===== src/rtl/lsm_pkg.sv =====
// Shared definitions for the latency-insensitive RAM read port.
// Assumes data words of at most 32 bits.
package lsm_pkg;

    // Content of the preloaded table at a given address.
    function automatic logic [31:0] lsm_table_word(input logic [31:0] a);
        return (a * 32'h9E3779B1) ^ 32'h5A5A5A5A;
    endfunction

endpackage


===== src/rtl/lsm_ram_pipe.sv =====
// Fixed-latency read model of a preloaded synchronous RAM.
// The word is looked up on the accepting edge and travels through LAT
// registered stages. A read-valid strobe travels alongside it and marks
// the cycle in which the word leaves the RAM.
// Assumes LAT >= 1 and DATA_W <= 32.
module lsm_ram_pipe
    import lsm_pkg::*;
#(
    parameter int ADDR_W = 6,
    parameter int DATA_W = 16,
    parameter int LAT    = 3
) (
    input  logic              clk,
    input  logic              rst_n,
    input  logic              rd_fire,
    input  logic [ADDR_W-1:0] rd_addr,
    output logic              out_vld,
    output logic [DATA_W-1:0] out_data
);
    logic [LAT-1:0]    vld_q;
    logic [DATA_W-1:0] data_q [LAT];
    logic [31:0]       word_full;

    // Table read for the presented address.
    always_comb word_full = lsm_table_word(32'(rd_addr));

    // First stage: capture the strobe and the looked-up word.
    always_ff @(posedge clk) begin
        if (!rst_n) begin
            vld_q[0]  <= 1'b0;
            data_q[0] <= '0;
        end else begin
            vld_q[0]  <= rd_fire;
            data_q[0] <= word_full[DATA_W-1:0];
        end
    end

    // Remaining stages: shift strobe and word together.
    for (genvar s = 1; s < LAT; s++) begin : g_stage
        always_ff @(posedge clk) begin
            if (!rst_n) begin
                vld_q[s]  <= 1'b0;
                data_q[s] <= '0;
            end else begin
                vld_q[s]  <= vld_q[s-1];
                data_q[s] <= data_q[s-1];
            end
        end
    end

    assign out_vld  = vld_q[LAT-1];
    assign out_data = data_q[LAT-1];
endmodule


===== src/rtl/lsm_credit.sv =====
// Credit counter for reads that are outstanding: accepted but not yet
// dequeued. Grants a new read only below LIMIT.
// Assumes the caller raises take only while ready is high.
module lsm_credit #(
    parameter int LIMIT = 4
) (
    input  logic clk,
    input  logic rst_n,
    input  logic take,
    input  logic give,
    output logic ready
);
    localparam int CW = $clog2(LIMIT + 1);
    logic [CW-1:0] cnt_q;

    // Count up on a grant and down on a release; both on one edge cancel.
    always_ff @(posedge clk) begin
        if (!rst_n) begin
            cnt_q <= '0;
        end else begin
            unique case ({take, give})
                2'b10:   cnt_q <= cnt_q + 1'b1;
                2'b01:   cnt_q <= cnt_q - 1'b1;
                default: cnt_q <= cnt_q;
            endcase
        end
    end

    assign ready = (cnt_q < CW'(LIMIT));
endmodule


===== src/rtl/lsm_fifo.sv =====
// Response FIFO with a combinational head (peek) output.
// Assumes push is never raised while full and pop never while empty.
// The credit counter upstream guarantees both. Assumes DEPTH >= 2.
module lsm_fifo #(
    parameter int DEPTH = 4,
    parameter int W     = 16
) (
    input  logic         clk,
    input  logic         rst_n,
    input  logic         push,
    input  logic [W-1:0] wdata,
    input  logic         pop,
    output logic [W-1:0] rdata,
    output logic         empty,
    output logic         full
);
    localparam int PW = $clog2(DEPTH);
    localparam int CW = $clog2(DEPTH + 1);

    logic [W-1:0]  mem [DEPTH];
    logic [PW-1:0] wp_q, rp_q;
    logic [CW-1:0] fill_q;

    // Write the arriving word into its slot.
    always_ff @(posedge clk) begin
        if (push) mem[wp_q] <= wdata;
    end

    // Advance the pointers with wrap-around and keep the fill level.
    always_ff @(posedge clk) begin
        if (!rst_n) begin
            wp_q   <= '0;
            rp_q   <= '0;
            fill_q <= '0;
        end else begin
            if (push) wp_q <= (wp_q == PW'(DEPTH - 1)) ? '0 : wp_q + 1'b1;
            if (pop)  rp_q <= (rp_q == PW'(DEPTH - 1)) ? '0 : rp_q + 1'b1;
            if (push && !pop)      fill_q <= fill_q + 1'b1;
            else if (pop && !push) fill_q <= fill_q - 1'b1;
        end
    end

    assign rdata = mem[rp_q];
    assign empty = (fill_q == '0);
    assign full  = (fill_q == CW'(DEPTH));
endmodule


===== src/rtl/lsm_wrap.sv =====
// Top of the latency-insensitive read port. A valid/ready request channel
// feeds a fixed-latency RAM model. Returned words land in a FIFO that the
// client peeks and dequeues. A credit counter limits the reads in flight
// plus the words buffered to DEPTH, so the FIFO cannot overflow.
// Assumes DEPTH >= 2 and LAT >= 1. Full rate needs DEPTH > LAT.
module lsm_wrap #(
    parameter int ADDR_W = 6,
    parameter int DATA_W = 16,
    parameter int LAT    = 3,
    parameter int DEPTH  = 4
) (
    input  logic              clk,
    input  logic              rst_n,
    input  logic              req_valid,
    output logic              req_ready,
    input  logic [ADDR_W-1:0] req_addr,
    output logic              rsp_valid,
    output logic [DATA_W-1:0] rsp_data,
    input  logic              rsp_deq
);
    logic              req_fire;
    logic              deq_fire;
    logic              ram_vld;
    logic [DATA_W-1:0] ram_data;
    logic              buf_empty;
    logic              buf_full;

    // Handshake qualification: accepted request and effective dequeue.
    always_comb begin
        req_fire = req_valid && req_ready;
        deq_fire = rsp_deq && rsp_valid;
    end

    lsm_credit #(.LIMIT(DEPTH)) u_credit (
        .clk   (clk),
        .rst_n (rst_n),
        .take  (req_fire),
        .give  (deq_fire),
        .ready (req_ready)
    );

    lsm_ram_pipe #(.ADDR_W(ADDR_W), .DATA_W(DATA_W), .LAT(LAT)) u_ram (
        .clk      (clk),
        .rst_n    (rst_n),
        .rd_fire  (req_fire),
        .rd_addr  (req_addr),
        .out_vld  (ram_vld),
        .out_data (ram_data)
    );

    lsm_fifo #(.DEPTH(DEPTH), .W(DATA_W)) u_buf (
        .clk   (clk),
        .rst_n (rst_n),
        .push  (ram_vld),
        .wdata (ram_data),
        .pop   (deq_fire),
        .rdata (rsp_data),
        .empty (buf_empty),
        .full  (buf_full)
    );

    assign rsp_valid = !buf_empty;
endmodule


===== config.mk =====
export PLATFORM = sky130hd
export DESIGN_NAME = lsm_wrap
export DESIGN_NICKNAME = d
export VERILOG_FILES = /design/src/rtl/lsm_pkg.sv /design/src/rtl/lsm_ram_pipe.sv /design/src/rtl/lsm_credit.sv /design/src/rtl/lsm_fifo.sv /design/src/rtl/lsm_wrap.sv
export SDC_FILE = /design/constraint.sdc
export NUM_CORES = 1
export LEC_CHECK = 0
export BUFFER_PORTS_ARGS = -buffer_cell sky130_fd_sc_hd__buf_2
export CAP_MARGIN = 20
export CORE_MARGIN = 2
export CORE_UTILIZATION = 54
export DETAILED_ROUTE_END_ITERATION = 10
export PLACE_DENSITY_LB_ADDON = 0.05
export SYNTH_ARGS = -nofsm -noshare
export SYNTH_HDL_FRONTEND = slang
export SYNTH_SLANG_ARGS = --single-unit

===== constraint.sdc =====
create_clock -name clk -period 3.5 [get_ports clk]
set_input_delay 0.7 -clock clk [delete_from_list [all_inputs] [get_ports clk]]
set_output_delay 0.7 -clock clk [all_outputs]
set_load 0.03 [all_outputs]

==> run metrics, run 1 <==
status finished, final reports clean; top cell types by occurrence after synthesis edfxtp_1, dfxtp_1, and2_1; async set-reset flop share out of synthesis 0; power density over the cells 723 mW/mm^2; part of the total power dissipated in combinational logic 0.228; worst max-slew margin expressed relative to the limit 0.425; PortBufs 27; Resized Gates After CTS 0; total area of multi-input combinational cells 0.00185 mm^2; dpl ws -0.0896 ns; violation count after the first detailed-route iteration 89; data required time of the critical path 3.89 ns; kind of start point of the critical path input port; number of global-route vias before repair 2885; sequential cell area 0.00318 mm^2; number of cells on the worst hold path 1; number of instances in the synthesized netlist 364; number of synthesized register bits 127; TritonCTS sink count 127; TritonCTS clock tree done; setup repair after global routing missed its margin false; antenna violations before repair 0; drt total wl 7770 um; cell chain of the critical path buf_2 > ha_1 > inv_1 > fa_1 > fa_1 > inv_1 > ha_1 > o21a_1 > o21a_1 > or4b_1 > o311ai_1; top post-synthesis cells by area edfxtp_1, dfxtp_1, ha_1; number of hold buffers added after CTS 0; maximum fanout encountered on the critical timing path 4; Antenna Cells 0; Post-layout nets 475; Final Hold Fails 0; root buffer cell clkbuf_8; layout cell share with drive strength beyond 1 0.212; Worst Reg2Reg Path Length in Cells 8; number of CTS-inserted buffers 17; last weighted congestion value of the routability-driven placer 0.782; crit share post-route 0.878; arrival time at the worst endpoint 3.47 ns; Slowest Stage Delay on Critical Path 0.51 ns; CORE AREA 0.00928 mm^2; wire length of the first global-routing pass 13500 um; count of cell types in the netlist 35; average detailed-routed wire length per instance 13.9 um; post-synthesis cell area 0.00519 mm^2; Seq pwr share 0.400; biggest area consumer among synthesized cells edfxtp_1; R2R setup slack 1.29 ns; DP Wirelength 5310 um; Initial Utilization 0.559; most frequent cell after synthesis edfxtp_1; area share of the leading cell type in the synthesized netlist 0.370; worst-case vdd ir drop 0.336 mV; grt ovf 0; HP Class reg2reg; detail-routed via count per cell 4.96; maximum clock insertion buffer count 2; Post-Route Utilization 0.662; Setup Viol. Count Final 0; pin count of the biggest net entering global routing 41; height of the chip 102 um; clk slew on worst S/H paths 0.06 ns; Internal Dissipation 0.00318 W; maximum clock frequency 325 MHz; Yosys Warn Count 0; remaining number of nets flagged by the antenna check after routing 0; max-capacitance violation count 0; horizontal die dimension 102 um; final non-filler cell total 559; max-slew violation count 0; final worst-path setup slack 0.426 ns; type of the setup path with the least slack in2reg; number of top-level pins 28; primary flip-flop cell chosen by synthesis mapping edfxtp_1; cell count after placement 527; slew at the pin closest to its max-slew limit 0.863 ns; # rows 35; leakage power of the design 2.48 nW; post-CTS setup-driven buffer insertion count 0; die area 0.0104 mm^2; worst clock skew 0.0117 ns; type of element capturing the critical path flop; net switching power figure 0.00126 W; depth of the CTS H-tree 4; clock insertion delay at the later pin of the skew report 0.50 ns; detailed-routing iteration count for the pre-antenna-repair pass 4; clock network power share 0.372; Tmin final 3.07 ns; FILL cells 696; Mapped Nets 422; switching share of total power 0.284; register area share after synthesis 0.613; number of enable-type register cells in the synthesized netlist 64; Setup TNS 0 ns; layout-stage area growth over the synthesis result 18.4%; via total after detailed routing 2773; Syn Area/Cell 14.3 um^2; cell with the biggest individual delay on the critical path fa_1; GRT Total Usage 0.171; Post-route DRC 0
cells by family after synthesis:
kind of cell             synth area share
flip-flops                          0.613
multiplexers                       0.0752
buffers and inverters              0.0309
XOR/XNOR                           0.0169
AO/OA/AOI/OAI                      0.0316
AND/OR/NAND/NOR                    0.0960
adder cells (fa/ha/maj)             0.136
cell usage in the layout, fill, tap and decap left out, drive strengths merged, types with 2 or more instances in the layout:
cell type / count
a21o: 3
a21oi: 10
and2: 39
buf: 44
bufinv: 2
clkbuf: 18
clkinv: 6
clkinvlp: 2
dfxtp: 63
edfxtp: 64
fa: 14
ha: 34
inv: 36
mux2i: 3
mux4: 16
nand2: 8
nand3: 2
nor2: 25
nor2b: 2
nor3: 7
nor4: 2
o21a: 3
o21ai: 4
o311ai: 2
or3: 3
xnor2: 5
xor2: 5
power by group through the flow:
stage | clock network [W] | logic (W) | registers (W)
after floorplan | 0 | 0.000791 | 0.00178
after global placement | 0 | 0.00100 | 0.00180
after detailed placement | 0 | 0.00102 | 0.00181
after CTS | 0.00168 | 0.00103 | 0.00178
after global routing | 0.00174 | 0.00115 | 0.00180
final | 0.00165 | 0.00101 | 0.00178
flip-flops by register name, summed over array words and instances, names as in the netlist, named ones only:
signal / count
u_credit.cnt_q: 3
u_ram.vld_q: 2
u_ram.data_q: 48
u_buf.fill_q: 3
u_buf.rp_q: 2
u_ram.out_vld: 1
u_buf.wp_q: 2
u_buf.mem: 64
layer usage:
layer / GRT usage / wire length (um)
met2: 0.284 / 3780
met4: 0.0595 / 56
met3: 0.0465 / 270
met1: 0.218 / 3660
met5: 0 / 0
metrics by stage:
step / total power, W / hold slack, ns / instance area, um^2
after floorplan: 0.00257 / 0.406 / 5190
after global placement: 0.00281 / 0.414 / 5570
after detailed placement: 0.00283 / 0.417 / 5570
after CTS: 0.00449 / 0.427 / 6140
after global routing: 0.00469 / 0.443 / 6140
final: 0.00444 / 0.425 / 6140
area by class of cell:
class                           count  share of cell area
Sequential cell                   127               0.518
Multi-Input combinational cell    195               0.300
Clock buffer                       18              0.0680
Timing Repair Buffer               44              0.0428
Tap cell                          129              0.0263
Clock inverter                     14              0.0250
Inverter                           32              0.0195
worst max-delay path: cells and delay by family:
kind,cells,cell delay [ns]
buf+inv,3,0.23
fa+ha+maj,4,1.63
compound gates,3,0.43
simple gates,1,0.47
worst paths after layout:
path	startpoint	endpoint
setup reg to reg	u_buf.fill_q[0]$_SDFFE_PN0P_	u_buf.fill_q[2]$_SDFFE_PN0P_
setup / recovery	req_addr[1]	u_ram.data_q[0][12]$_SDFF_PN0_
hold / removal	u_ram.data_q[0][6]$_SDFF_PN0_	u_ram.data_q[1][6]$_SDFF_PN0_
hold reg to reg	u_ram.data_q[0][6]$_SDFF_PN0_	u_ram.data_q[1][6]$_SDFF_PN0_
No activity file was read; power rests on OpenSTA's default activity.
==> run 2, diff against run 1 <==
--- a/config.mk
+++ b/config.mk
@@ -7,10 +7,11 @@
 export LEC_CHECK = 0
 export BUFFER_PORTS_ARGS = -buffer_cell sky130_fd_sc_hd__buf_2
 export CAP_MARGIN = 20
-export CORE_MARGIN = 2
+export CORE_MARGIN = 3
 export CORE_UTILIZATION = 54
 export DETAILED_ROUTE_END_ITERATION = 10
 export PLACE_DENSITY_LB_ADDON = 0.05
 export SYNTH_ARGS = -nofsm -noshare
 export SYNTH_HDL_FRONTEND = slang
+export SYNTH_HIERARCHICAL = 1
 export SYNTH_SLANG_ARGS = --single-unit
==> run 2 against run 1 <==
  * Synthesized cell count rose by 0.55%
  * Sequential cell count did not move
  * Largest power group unchanged
  * Die area rose by 5.8%
  * Clock-buffer cell count fell by 1
  * Clock power barely moved
  * Worst hold slack got worse by 0.011 ns
  * First-iteration DRC count rose by 27%
  * Combinational power rose by 11%
  * Area after synthesis rose by 1.9%
  * Utilization rose by 0.78 points
  * Via count rose by 2.6%
==> run metrics, run 2 <==
status finished, final reports clean; PortBufs 27 (unchanged); dpl ws -0.135 ns (-0.0452 ns); TritonCTS clock tree done; Yosys Warn Count 6 (+6); leakage power of the design 2.54 nW (+2.6%); horizontal die dimension 105 um (+2.9%); drt total wl 8090 um (+4.2%); maximum clock frequency 321 MHz (-1.4%); Top Metal Used met4; Post-layout nets 484 (+1.9%); Antenna Cells 0 (unchanged); part of the total power dissipated in combinational logic 0.246 (+0.018); number of instances in the synthesized netlist 366 (+0.55%); height of the chip 105 um (+2.9%); CP delay by family, top adder cells; worst clock skew 0.00706 ns (-0.00465 ns); Worst Reg2Reg Path Length in Cells 9 (+1); layout cell share with drive strength beyond 1 0.214 (+0.00250); number of cells on the worst hold path 2 (+1); layout-stage area growth over the synthesis result 18.7%; TritonCTS sink count 127 (unchanged); Initial Utilization 0.564 (+0.00546); number of buffer and inverter instances along the worst setup path 2 (-1); R2R setup slack 1.35 ns (+0.06 ns); most flop-heavy register u_buf/mem; clk slew on worst S/H paths 0.06 ns (about the same); Slowest Stage Delay on Critical Path 0.52 ns (about the same); max reg flops 64 (unchanged); largest registers u_buf/mem x64, u_ram/data_q x48; max-capacitance violation count 0 (unchanged); grt ovf 0 (unchanged); root buffer cell clkbuf_8; worst max-slew margin expressed relative to the limit 0.411 (-0.0136); remaining number of nets flagged by the antenna check after routing 0 (unchanged); data required time of the critical path 3.85 ns (-0.04 ns); maximum fanout encountered on the critical timing path 3 (-1); met3 routed wirelength 264 um (-2.2%); max-slew violation count 0 (unchanged); type of the setup path with the least slack in2reg; worst reg2reg startpoint u_buf/fill_q[1]$_SDFFE_PN0P_; slew at the pin closest to its max-slew limit 0.883 ns (+0.0204 ns); via total after detailed routing 2844 (+2.6%); Post-route DRC 0 (unchanged); final worst-path setup slack 0.380 ns (-0.0451 ns); worst-case vdd ir drop 0.321 mV (-4.4%); power density over the cells 727 mW/mm^2 (+0.55%); type of element capturing the critical path flop; Tmin final 3.12 ns (+0.0451 ns); die area 0.0110 mm^2 (+5.8%); maximum clock insertion buffer count 2 (unchanged); Resized Gates After CTS 0 (unchanged); length of routed wiring on met1 3770 um (+3.1%); number of top-level pins 28 (unchanged); clock network power share 0.361 (-0.011); detail-routed via count per cell 5.01 (+0.94%); startpoint of the most critical hold path req_addr[1]; capture endpoint of the worst hold path u_ram/data_q[0][1]$_SDFF_PN0_; Final Hold Fails 0 (unchanged); cell with the biggest individual delay on the critical path fa_1; worst reg2reg endpoint u_buf/fill_q[2]$_SDFFE_PN0P_; Syn Area/Cell 14.5 um^2 (+1.4%); cell chain of the critical path buf_2 > ha_1 > ha_1 > fa_1 > ha_1 > inv_1 > fa_1 > nor2b_4 > o21a_1 > o21ai_0 > o311ai_0; DP Wirelength 5490 um (+3.3%); post-synthesis cell area 0.00529 mm^2 (+1.9%); routed wire length on met2 4000 um (+5.9%); pin count of the biggest net entering global routing 54 (+32%); number of hold buffers added after CTS 0 (unchanged); average detailed-routed wire length per instance 14.2 um (+2.6%); arrival time at the worst endpoint 3.47 ns (about the same); Stages on worst setup path 11 (unchanged); crit share post-route 0.891 (+0.0129); number of global-route vias before repair 2859 (-0.90%); wire length of the first global-routing pass 14000 um (+4.0%); cell area after layout 0.00628 mm^2 (+2.1%); detailed-routing iteration count for the pre-antenna-repair pass 4 (unchanged); GRT Total Usage 0.162 (-0.00886); HP Class in2reg; most common cell after layout, fill and taps aside edfxtp_1; setup repair after global routing missed its margin false; last weighted congestion value of the routability-driven placer 0.805 (+2.9%); CORE AREA 0.00937 mm^2 (+0.94%); switching share of total power 0.286 (+0.00227); depth of the CTS H-tree 4 (unchanged); clock insertion delay at the later pin of the skew report 0.50 ns (about the same); # rows 35 (unchanged); number of CTS-inserted buffers 17 (unchanged); Mapped Nets 424 (+0.47%); violation count after the first detailed-route iteration 113 (+27%); Internal Dissipation 0.00326 W (+2.4%); post-CTS setup-driven buffer insertion count 0 (unchanged); Seq pwr share 0.392 (-0.008); kind of start point of the critical path input port; antenna violations before repair 0 (unchanged); Post-Place Cell Area 0.00570 mm^2 (+2.3%); most common cell type on the critical path ha_1; net switching power figure 0.00131 W (+3.5%); Setup Viol. Count Final 0 (unchanged); most used cells in the layout excluding fill and tap cells edfxtp_1, dfxtp_1, and2_1
==> run 2: area by class of cell <==
cell class,instances,area [um^2]
Clock buffer,17,414
Clock inverter,15,161
Fill cell,731,3100
Inverter,36,135
Multi-Input combinational cell,193,1910
Sequential cell,127,3180
Tap cell,129,161
Timing Repair Buffer,51,315
==> run 2: routing by layer <==
metal,vias to the layer above,global-route usage
met5,-,0
met4,0,0.0534
met3,6,0.0488
met2,45,0.259
met1,1389,0.213
li1,1404,-
==> run 2: worst max-delay path by stage <==
stage,start,endpoint,slack (ns)
floorplan,req_addr[1],u_ram/data_q[0][15]$_SDFF_PN0_,0.12
global placement,req_addr[0],u_ram/data_q[0][14]$_SDFF_PN0_,-0.17
detailed placement,req_addr[0],u_ram/data_q[0][14]$_SDFF_PN0_,-0.13
CTS,req_addr[0],u_ram/data_q[0][14]$_SDFF_PN0_,0.40
global route,req_addr[1],u_ram/data_q[0][13]$_SDFF_PN0_,0.20
finish,req_addr[0],u_ram/data_q[0][14]$_SDFF_PN0_,0.38
==> run 2: power groups by stage <==
stage          logic (W)  registers (W)  clock network, W
5_1_grt          0.00127        0.00181           0.00176
6_report         0.00112        0.00179           0.00165
2_1_floorplan   0.000884        0.00179                 0
3_5_place_dp     0.00114        0.00182                 0
3_3_place_gp     0.00112        0.00181                 0
4_1_cts          0.00115        0.00179           0.00169
==> run 2: metrics by stage <==
stage | util | hold WS, ns | total power [W] | std cells | TNS (ns)
floorplan | - | 0.406 | 0.00268 | 366 | 0
global placement | 0.608 | 0.413 | 0.00294 | 536 | -0.235
detailed placement | 0.608 | 0.418 | 0.00296 | 536 | -0.290
CTS | 0.670 | 0.386 | 0.00463 | 568 | 0
global route | 0.670 | 0.392 | 0.00484 | 568 | 0
finish | 0.670 | 0.414 | 0.00456 | 568 | 0
==> run 3, diff against run 2 <==
--- a/config.mk
+++ b/config.mk
@@ -8,7 +8,7 @@
 export BUFFER_PORTS_ARGS = -buffer_cell sky130_fd_sc_hd__buf_2
 export CAP_MARGIN = 20
 export CORE_MARGIN = 3
-export CORE_UTILIZATION = 54
+export CORE_UTILIZATION = 60
 export DETAILED_ROUTE_END_ITERATION = 10
 export PLACE_DENSITY_LB_ADDON = 0.05
 export SYNTH_ARGS = -nofsm -noshare
==> constraint.sdc (replaced) <==
create_clock -name clk -period 3.05 [get_ports clk]
set_input_delay 0.61 -clock clk [delete_from_list [all_inputs] [get_ports clk]]
set_output_delay 0.61 -clock clk [all_outputs]
set_load 0.03 [all_outputs]
==> run 3 against run 2 <==
  * Clock power is 21% higher
  * Combinational power is 23% higher
  * Sequential cell count stayed put
  * Utilization is 9.0 points higher
  * Sequential share of layout area is 0.75 points lower
  * Via count is 0.39% higher
  * Total power is 19% higher
  * Worst setup slack worse by 0.27 ns
  * Routed wire length is 4.0% higher
  * Clock-buffer cell count is 1 higher
  * Global-route usage is 2.8 points higher
==> run metrics, run 3 (same netlist as run 2, synthesis figures left out) <==
status finished, final reports clean; arrival time at the worst endpoint 3.30 ns (-0.17 ns); type of the setup path with the least slack in2reg; detailed-routing iteration count for the pre-antenna-repair pass 4 (unchanged); number of CTS-inserted buffers 17 (unchanged); post-layout total power 0.00543 W (+19%); GRT Total Usage 0.190 (+0.0279); capture endpoint of the worst hold path u_ram/data_q[0][1]$_SDFF_PN0_; CORE AREA 0.00838 mm^2 (-11%); post-CTS setup-driven buffer insertion count 0 (unchanged); number of cells on the worst hold path 2 (unchanged); kind of start point of the critical path input port; R2R setup slack 0.86 ns (-0.49 ns); TritonCTS sink count 127 (unchanged); most flop-heavy register u_buf/mem; setup repair after global routing missed its margin false; Setup Viol. Count Final 0 (unchanged); crit share post-route 0.965; max-capacitance violation count 0 (unchanged); worst max-slew margin expressed relative to the limit 0.445 (+0.0342); maximum clock insertion buffer count 2 (unchanged); violation count after the first detailed-route iteration 118 (+4.4%); Post-route DRC 0 (unchanged); die area 0.00998 mm^2 (-9.4%); depth of the CTS H-tree 4 (unchanged); TritonCTS clock tree done; via total after detailed routing 2855 (+0.39%); antenna violations before repair 0 (unchanged); wire length of the first global-routing pass 14400 um (+2.8%); worst hold slack 0.371 ns (-0.0424 ns); remaining number of nets flagged by the antenna check after routing 0 (unchanged); Antenna Cells 0 (unchanged); worst reg2reg startpoint u_buf/fill_q[0]$_SDFFE_PN0P_; FILL cells 513 (-30%); HP Class in2reg; drt total wl 8420 um (+4.0%); clk slew on worst S/H paths 0.06 ns (about the same); last weighted congestion value of the routability-driven placer 0.823 (+2.2%); Tmin final 2.94 ns; layout-stage area growth over the synthesis result 20.4%; maximum clock frequency 340 MHz; worst reg2reg endpoint u_credit/cnt_q[2]$_SDFFE_PN0P_; number of hold buffers added after CTS 0 (unchanged); average detailed-routed wire length per instance 15.4 um (+8.0%); layout cell share with drive strength beyond 1 0.240 (+0.0257); maximum fanout encountered on the critical timing path 4 (+1); number of top-level pins 28 (unchanged); Worst Reg2Reg Path Length in Cells 8 (-1); slew at the pin closest to its max-slew limit 0.832 ns (-0.0513 ns); Setup TNS 0 ns (unchanged); Post-Place Cell Area 0.00576 mm^2 (+1.1%); # rows 33 (-5.7%); most common cell after layout, fill and taps aside edfxtp_1; detail-routed via count per cell 5.22 (+4.2%); worst clock skew 0.00750 ns (+0.000434 ns); type of element capturing the critical path flop; Initial Utilization 0.631 (+0.0666); most used cells in the layout excluding fill and tap cells edfxtp_1, dfxtp_1, and2_1; max reg flops 64 (unchanged); startpoint of the most critical hold path req_addr[1]; PortBufs 27 (unchanged); worst-case vdd ir drop 0.478 mV (+49%); grt ovf 0 (unchanged); cell area after layout 0.00637 mm^2 (+1.5%); Post-layout nets 487 (+0.62%); data required time of the critical path 3.41 ns (-0.44 ns); pin count of the biggest net entering global routing 43 (-20%); number of global-route vias before repair 2994 (+4.7%); clock insertion delay at the later pin of the skew report 0.50 ns (about the same); root buffer cell clkbuf_8; Final Hold Fails 0 (unchanged); power density over the cells 853 mW/mm^2 (+17%); DP Wirelength 5510 um (+0.32%); max-slew violation count 0 (unchanged); height of the chip 99.9 um (-4.8%); leakage power of the design 2.57 nW (+1.3%); horizontal die dimension 99.9 um (-4.8%); largest registers u_buf/mem x64, u_ram/data_q x48
run 3: cell count changes in the layout (fill, tap and decap cells not counted), moves of 2 or more:
cell	delta
ha_1	-5
ha_4	+5
buf_4	+3
a21oi_1	-2
a21oi_2	+2
clkinv_1	-2
run 3: worst max path at each step:
stage / from / endpoint / depth (start not counted)
global placement: req_addr[0] / u_ram/data_q[0][14]$_SDFF_PN0_ / 11
floorplan: req_addr[4] / u_ram/data_q[0][15]$_SDFF_PN0_ / 11
CTS: req_addr[0] / u_ram/data_q[0][14]$_SDFF_PN0_ / 11
global route: req_addr[0] / u_ram/data_q[0][14]$_SDFF_PN0_ / 12
detailed placement: req_addr[0] / u_ram/data_q[0][14]$_SDFF_PN0_ / 11
finish: req_addr[0] / u_ram/data_q[0][14]$_SDFF_PN0_ / 12
run 3: worst max-delay path, stage by stage:
cell and delay, ns:
buf_2 0.13, ha_1 0.34, ha_1 0.21, fa_1 0.52, ha_1 0.20, inv_1 0.06, fa_1 0.42, nor2b_4 0.14
o21a_1 0.16, o21ai_1 0.11, o2111ai_1 0.25, o311ai_2 0.16
run 3: per-stage QoR:
step / utilization / instances / setup WS, ns
finish: 0.760 / 547 / 0.106
global route: 0.760 / 547 / 0.0209
CTS: 0.759 / 547 / 0.128
detailed placement: 0.688 / 515 / -0.546
global placement: 0.688 / 515 / -0.477
floorplan: - / 366 / -0.00831
run 3: timing repair:
action / 4_1_cts / 5_1_grt
pin swaps: 0 / 1
endpoints found under the setup margin: 1 / 1
resized for setup: 1 / 2
cloned: 0 / 0
run 3: per-layer routing:
layer | up-vias | wire, um | GRT usage
li1 | 1412 | - | -
met1 | 1382 | 3750 | 0.234
met2 | 53 | 4270 | 0.318
met3 | 8 | 301 | 0.0577
met4 | 0 | 88 | 0.0693
met5 | - | 0 | 0
run 3: final cells by class:
cell class / count / area [um^2] / area share
Clock buffer: 18 / 418 / 0.0656
Multi-Input combinational cell: 193 / 1980 / 0.311
Clock inverter: 14 / 181 / 0.0285
Sequential cell: 127 / 3180 / 0.500
Inverter: 36 / 135 / 0.0212
Timing Repair Buffer: 54 / 338 / 0.0530
Tap cell: 105 / 131 / 0.0206
run 3: where the power goes:
part	switching, W	internal (W)	total, W
Clock	0.000740	0.00126	0.00200
Combinational	0.000733	0.000643	0.00138
Sequential	0.0000875	0.00197	0.00206
